<file path="config.mk">
export PLATFORM = sky130hd
export DESIGN_NAME = edid_fetch
export DESIGN_NICKNAME = d
export VERILOG_FILES = /design/src/rtl/edid_fetch.sv
export SDC_FILE = /design/constraint.sdc
export NUM_CORES = 1
export LEC_CHECK = 0
export ABC_AREA = 1
export BUFFER_PORTS_ARGS = -buffer_cell sky130_fd_sc_hd__buf_2
export CORE_AREA = 2 2 89 91
export DETAILED_ROUTE_END_ITERATION = 8
export DIE_AREA = 0 0 91 93
export SLEW_MARGIN = 20
export SYNTH_ARGS = -nofsm -noshare
export SYNTH_HDL_FRONTEND = slang
export SYNTH_SLANG_ARGS = --single-unit
</file>
<file path="constraint.sdc">
create_clock -name clk -period 2.32 [get_ports clk]
set_input_delay 0 -clock clk [delete_from_list [all_inputs] [get_ports clk]]
set_output_delay 0 -clock clk [all_outputs]
set_load 0.01 [all_outputs]
</file>
<file path="src/rtl/edid_fetch.sv">
module edid_fetch #(
  parameter int          BLOCK_LEN  = 128,
  parameter int          ADDR_W     = 16,
  parameter int          LEN_W      = 8,
  parameter logic [6:0]  EDID_DEV   = 7'h50,
  parameter int          EXT_OFFSET = 126,
  parameter int          TREQ_ADDR  = 'h218,
  parameter int          TCSUM_ADDR = 'h261,
  parameter int          TRESP_ADDR = 'h260,
  parameter int          TREQ_BIT   = 2,
  parameter logic [7:0]  TRESP_CODE = 8'h04
) (
  input  logic              clk,
  input  logic              rst,
  input  logic              start,
  output logic              req_valid,
  input  logic              req_ready,
  output logic              req_write,
  output logic              req_native,
  output logic [6:0]        req_dev,
  output logic [ADDR_W-1:0] req_addr,
  output logic [LEN_W-1:0]  req_len,
  output logic [7:0]        req_wdata,
  input  logic              rsp_valid,
  input  logic [7:0]        rsp_data,
  input  logic              rsp_err,
  output logic              done,
  output logic              error,
  output logic [7:0]        checksum
);
  localparam int CNT_W = $clog2(BLOCK_LEN);

  typedef enum logic [3:0] {
    S_IDLE, S_EXT_RQ, S_EXT_WT, S_BLK_RQ, S_BLK_WT,
    S_TRQ_RQ, S_TRQ_WT, S_WCS_RQ, S_WCS_WT, S_WRS_RQ, S_WRS_WT
  } state_t;

  state_t           state;
  logic             ext_more, blk;
  logic [CNT_W-1:0] cnt;
  logic [7:0]       sum, csum_q;
  logic             done_q, err_q;

  wire [7:0] sum_next = sum + rsp_data;
  wire       last_beat = (cnt == CNT_W'(BLOCK_LEN - 1));

  assign req_valid = (state == S_EXT_RQ) || (state == S_BLK_RQ) || (state == S_TRQ_RQ) ||
                     (state == S_WCS_RQ) || (state == S_WRS_RQ);
  assign done     = done_q;
  assign error    = err_q;
  assign checksum = csum_q;

  always_comb begin
    req_write  = 1'b0;
    req_native = 1'b0;
    req_dev    = EDID_DEV;
    req_addr   = '0;
    req_len    = LEN_W'(1);
    req_wdata  = '0;
    case (state)
      S_EXT_RQ: req_addr = ADDR_W'(EXT_OFFSET);
      S_BLK_RQ: begin
        req_addr = blk ? ADDR_W'(BLOCK_LEN) : '0;
        req_len  = LEN_W'(BLOCK_LEN);
      end
      S_TRQ_RQ: begin
        req_native = 1'b1;
        req_dev    = '0;
        req_addr   = ADDR_W'(TREQ_ADDR);
      end
      S_WCS_RQ: begin
        req_write  = 1'b1;
        req_native = 1'b1;
        req_dev    = '0;
        req_addr   = ADDR_W'(TCSUM_ADDR);
        req_wdata  = csum_q;
      end
      S_WRS_RQ: begin
        req_write  = 1'b1;
        req_native = 1'b1;
        req_dev    = '0;
        req_addr   = ADDR_W'(TRESP_ADDR);
        req_wdata  = TRESP_CODE;
      end
      default: ;
    endcase
  end

  always_ff @(posedge clk) begin
    if (rst) begin
      state    <= S_IDLE;
      ext_more <= 1'b0;
      blk      <= 1'b0;
      cnt      <= '0;
      sum      <= '0;
      csum_q   <= '0;
      done_q   <= 1'b0;
      err_q    <= 1'b0;
    end else begin
      done_q <= 1'b0;
      err_q  <= 1'b0;
      case (state)
        S_IDLE: if (start) state <= S_EXT_RQ;
        S_EXT_RQ: if (req_ready) state <= S_EXT_WT;
        S_EXT_WT: if (rsp_valid) begin
          if (rsp_err) begin
            err_q <= 1'b1;
            state <= S_IDLE;
          end else begin
            ext_more <= (rsp_data != 8'd0);
            blk      <= 1'b0;
            state    <= S_BLK_RQ;
          end
        end
        S_BLK_RQ: if (req_ready) begin
          cnt   <= '0;
          sum   <= '0;
          state <= S_BLK_WT;
        end
        S_BLK_WT: if (rsp_valid) begin
          if (rsp_err) begin
            err_q <= 1'b1;
            state <= S_IDLE;
          end else begin
            sum <= sum_next;
            cnt <= cnt + 1'b1;
            if (last_beat) begin
              csum_q <= rsp_data;
              if (sum_next != 8'd0) begin
                err_q <= 1'b1;
                state <= S_IDLE;
              end else if (!blk && ext_more) begin
                blk   <= 1'b1;
                state <= S_BLK_RQ;
              end else begin
                state <= S_TRQ_RQ;
              end
            end
          end
        end
        S_TRQ_RQ: if (req_ready) state <= S_TRQ_WT;
        S_TRQ_WT: if (rsp_valid) begin
          if (rsp_err) begin
            err_q <= 1'b1;
            state <= S_IDLE;
          end else if (rsp_data[TREQ_BIT]) begin
            state <= S_WCS_RQ;
          end else begin
            done_q <= 1'b1;
            state  <= S_IDLE;
          end
        end
        S_WCS_RQ: if (req_ready) state <= S_WCS_WT;
        S_WCS_WT: if (rsp_valid) begin
          err_q <= rsp_err;
          state <= rsp_err ? S_IDLE : S_WRS_RQ;
        end
        S_WRS_RQ: if (req_ready) state <= S_WRS_WT;
        S_WRS_WT: if (rsp_valid) begin
          err_q  <= rsp_err;
          done_q <= !rsp_err;
          state  <= S_IDLE;
        end
        default: state <= S_IDLE;
      endcase
    end
  end

  assert_err_quiet_R5: assert property (@(posedge clk) disable iff (rst)
    error |-> !req_valid);
  assert_err_stops_R6: assert property (@(posedge clk) disable iff (rst)
    error && !start |=> !req_valid);
  assert_done_pulse_R10: assert property (@(posedge clk) disable iff (rst)
    done |=> !done);
  assert_excl_R10: assert property (@(posedge clk) disable iff (rst)
    !(done && error));
  assert_req_hold_R12: assert property (@(posedge clk) disable iff (rst)
    req_valid && !req_ready |=> req_valid && $stable(req_addr) && $stable(req_len) &&
                                $stable(req_write) && $stable(req_native) && $stable(req_wdata));
  assert_write_native_R8: assert property (@(posedge clk) disable iff (rst)
    req_valid && req_write |-> req_native);
  assert_block_len_R3: assert property (@(posedge clk) disable iff (rst)
    req_valid && !req_native && req_addr != ADDR_W'(EXT_OFFSET) |-> req_len == LEN_W'(BLOCK_LEN));
endmodule

</file>
Word level (Yosys, flattened, before mapping)
Cells that the tools add are included.
W data, S select, Z words.
- bits in registers: 31
- word-level logic and storage cells: 116
- output and inout port bits: 52
- mux-type cells: 56
- bitwise logic cells: 1
- add/subtract/negate cells: 2
- equality and inequality tests: 28
- reductions and logical operators: 21
- operators by type and width (kind ; number):
    $mux W4 ; 14
    $pmux W10 S5 ; 1
    $pmux W4 S11 ; 1
    $mux W8 ; 5
    $ne A2 B2 Y1 const B ; 16
    $pmux W8 S2 ; 2
    $mux W7 ; 4
    $mux W1 ; 20
    $eq A4 B3 Y1 const B ; 4
    $reduce_bool A8 Y1 ; 2
    $pmux W7 S2 ; 1
    $eq A4 B4 Y1 const B ; 3
    $mux W3 ; 4
    $reduce_and A12 Y1 ; 1
    $add A8 B8 Y8 ; 1
    $eq A4 B2 Y1 const B ; 2
    $reduce_and A4 Y1 ; 2
    $reduce_and A8 Y1 ; 1
    $add A7 B1 Y7 const B ; 1
    $eq A7 B7 Y1 const B ; 1
    $reduce_or A2 Y1 ; 3
    $eq A4 B1 Y1 const B ; 1
    $logic_not A4 Y1 ; 1
    $logic_or A1 B1 Y1 ; 4
    other kinds (10) ; 13

Depth between registers and ports, before layout
- depth in word-level cells: 8
- depth in mapped cells: 14

Worst setup path after synthesis
OpenSTA, ideal clock, no wires.
- kind: register to register
- from: register sum[0]
- to: register state[1]
- setup time: 71 ps
- required time: 2249 ps
- slack: 301 ps
- arrival time: 1949 ps
- stages on the path, launching flop included: 13
- path buffers: 0
- cell sequence: dfxtp_1 > ha_1 > fa_1 > or2_2 > nor2_1 > nand3_1 > nor2_1 > nand2_1 > nor2_2 > nand3_1 > nand2_1 > nand2_1 > a21oi_1
- cells in the longest elaborated chain, start to end: 7
- RTL lines (item ; line ; source):
    from (decl) ; 41 ; logic [7:0] sum, csum_q;
    from (signal assigned) ; 125 ; sum <= sum_next;
    $add A8 B8 Y8 ; 44 ; wire [7:0] sum_next = sum + rsp_data;
    $reduce_bool A8 Y1 ; 129 ; if (sum_next != 8'd0) begin
    $mux W3 ; 129 ;
    $mux W4 ; 127 ; if (last_beat) begin
    $mux W4 ; 121 ; if (rsp_err) begin
    $mux W4 ; 120 ; S_BLK_WT: if (rsp_valid) begin
    $pmux W4 S11 ; 102 ; case (state)
    to (signal assigned) ; 156 ; state <= rsp_err ? S_IDLE : S_WRS_RQ;
    to (decl) ; 38 ; state_t state;
Every way passes these cells. The select of a mux whose other input is x is not followed.
A chain may end at the register's enable or synchronous reset.

Worst setup path after layout
Same ends and word-level chain as after synthesis.

==> impl_results.md <==
- Result of the run: completed
- GPL Wtd Cong: between 0.8 and 0.9
- Worst setup startpoint: sum[0]
- Predominant post-synthesis flop cell: sky130_fd_sc_hd__dfxtp_1
- Achievable Freq: 450 MHz
- Final Hold Violating Endpoints: 0
- Count of yosys warnings during synthesis: 0
- Biggest area contributors in the synthesized netlist: sky130_fd_sc_hd__dfxtp_1 (28%), sky130_fd_sc_hd__nand2_1 (14%), sky130_fd_sc_hd__nor2_1 (8.5%)
- Area of all placed cells without fillers: between 2000 and 3000 um^2
- Number of H-tree branching levels: 2
- R2R depth: 12
- Worst flop-to-flop path startpoint: sum[0]
- Kind of launch point of the worst setup path: flop
- Startpoint of the most critical hold path: rsp_data[7]
- TritonCTS clock tree: built
- Count of pins over their slew limit: 0
- Pwr per Cell Area: 613 nW/um^2
- Number of inserted filler cells in the final layout: around 850
- Data arrival time of the worst path: 2.44 ns
- Total core area: between 7000 and 8000 um^2
- Fraction of final layout cells sized beyond drive strength 1: 0.218
- Antenna violations before repair: 0
- Mean instance size in the synthesized netlist: 6.53 um^2
- Via count: ~2200
- Minimum setup slack in the final design: roughly 0.097 ns
- Routed wirelength normalized by instance count: 10.7 um
- Routed via count divided by cell count: roughly 4.4
- Number of port buffers: 47
- Post-synthesis async set-or-reset flop share: 0
- Hold/Removal Path Class: in -> reg
- Dominant cell by count in the synthesized netlist: sky130_fd_sc_hd__nand2_1
- Final worst hold slack: approximately 0.013 ns
- Commonest cells post-synth: sky130_fd_sc_hd__nand2_1 (82), sky130_fd_sc_hd__nor2_1 (50), sky130_fd_sc_hd__inv_1 (41)
- I/O Pins: 66
- Number of synthesized flops with an enable pin: 0
- Maximum fanout count along the critical path: 5
- First-pass iteration count of the detailed router: 4
- Chip width: 91 um
- Die Ht: between 90 and 100 um
- Net total in the final layout: roughly 410
- Wire length after detailed routing: around 5300 um
- Static leakage: roughly 1.3 nW
- Residual antenna-violating net count after detailed routing: 0
- Min Clock Period, post-route: 2.22 ns
- Maximum number of pins on one net before global-route repair: 22
- Final core utilization: 0.351
- Post-synth top area share: 0.282
- Initial core utilization: 0.292
- Number of instances in the synthesized netlist: about 340
- Clock insertion delay at the later pin of the skew report: 0.29 ns
- Antenna Cells: 0
- Number of unique standard cell types used by synthesis: 38
- Number of remaining DRC errors: 0
- CTS buffer count: 5
- Global-route wire length before repair: between 9000 and 10000 um
- Final-report setup violation count: 0
- Worst setup EP type: flop
- Post-Place Worst Slack: about 0.11 ns
- Overall routing resource usage: 0.131
- Area post-placement: ~2400 um^2
- Die area: 8460 um^2
- Fin crit share: 0.958
- Count of clock tree sinks: 31
- Clock Tree Root: sky130_fd_sc_hd__clkbuf_8
- Growth of design area from synthesis to finish: 20.1%
- Portion of the post-synthesis area used by sequential elements: 0.282
- DRC marker count from the first detailed-route iteration: 83
- Post-CTS clock slew at the launch and capture registers of the worst setup and hold paths: 0.07 ns
- Overall power: 1.62 mW
- Worst path required time: ~2.5 ns
- Global route overflow: 0
- Vias in the first global route: 2003
- Flop2flop setup slack: around 0.097 ns
- Yosys reg bits: 31
- Maximum capacitance violations: 0
- Post-detailed-placement half-perimeter wirelength: between 4000 and 5000 um
- Startpoint-to-endpoint class of the critical path: reg -> reg
- Buffers from clock root to sink, at most: 2
- Netlist area before placement: approximately 2200 um^2
- Maximum VDD drop: 0.000197 V
- Worst Skew: between 0.01 and 0.015 ns
- Number of cells traversed by the worst hold path: 3
- Area leader, netlist: sky130_fd_sc_hd__dfxtp_1
- # rows: 32
## metal layers
metal | track usage | share of wire | vias to the layer above
li1 | - | - | 1125
met1 | 0.170 | 0.50 | 967
met2 | 0.219 | 0.44 | 53
met3 | 0.0306 | 0.050 | 6
met4 | 0.0316 | 0.0080 | 0
met5 | 0 | 0 | -
## critical path: stages, from the launching register on
cell and delay (ns):
sky130_fd_sc_hd__dfxtp_1 0.33, sky130_fd_sc_hd__ha_4 0.17, sky130_fd_sc_hd__fa_1 0.50, sky130_fd_sc_hd__or2_2 0.32
sky130_fd_sc_hd__nor2_2 0.11, sky130_fd_sc_hd__nand3_1 0.08, sky130_fd_sc_hd__nor2_1 0.09, sky130_fd_sc_hd__nand2_1 0.09
sky130_fd_sc_hd__nor2_4 0.17, sky130_fd_sc_hd__nand3_1 0.08, sky130_fd_sc_hd__nand2_1 0.06, sky130_fd_sc_hd__nand2_1 0.05
sky130_fd_sc_hd__a21oi_1 0.11
## layout by cell type (no fill, tap or decap), drive strengths merged, types with 2 or more instances in the layout
cell         synthesis  routed
nor2                57      57
nor3                 4       4
conb                 1      18
nand3b               3       3
o21ai                9       9
a21oi               31      31
clkbuf               2       6
clkinv               1       2
or2                  2       2
xnor2                3       3
dlygate4sd3          0       5
ha                   8       8
dfxtp               31      31
inv                 46      46
buf                 24      48
nand3               16      16
nand2               88      88
nor4                 3       3
## sequential cells by signal (all words and copies together) (netlist names)
name and flops:
checksum 8, sum 8, cnt 7, state 4
blk 1, done 1, error 1, ext_more 1
## per-stage QoR
| stage | setup TNS [ns] | instances |
|---|---|---|
| 2_1_floorplan | 0 | 354 |
| 3_3_place_gp | 0 | 478 |
| 3_5_place_dp | 0 | 478 |
| 4_1_cts | 0 | 492 |
| 5_1_grt | -0.0342 | 492 |
| 6_report | 0 | 492 |
## area by class of cell
cell class	count	area, um^2	share of cell area
sequential	31	621	0.235
clock buffer	6	82.6	0.0313
clock inverter	2	35.0	0.0133
multi-input combinational	250	1280	0.486
tap	102	128	0.0483
inverter	47	184	0.0696
timing repair buffer	54	308	0.116
## cells by family after synthesis
kind of cell,count (synthesis),share of synthesized area
other,1,0.00170
adders and majority gates,9,0.0546
AOI/OAI and AO/OA,45,0.125
and+or+nand+nor,175,0.352
buffers and inverters,73,0.172
DFF,31,0.282
xor gates and xnor gates,3,0.0119
## power breakdown
group | switching, mW | internal (mW)
clock network | 0.220 | 0.348
registers | 0.0231 | 0.550
logic | 0.308 | 0.170
total | 0.552 | 1.07
## path summary, 6_finish.rpt
kind,to
setup / recovery,state[1]
hold / removal,checksum[7]
setup reg to reg,state[1]
hold reg to reg,ext_more
## timing repair
action,CTS,global route
endpoints found under the setup margin,0,5
setup buffers,0,1
gates resized for setup,0,5
hold buffers,6,0
endpoints found under the hold margin,5,0
No activity file was read; power rests on OpenSTA's default activity.
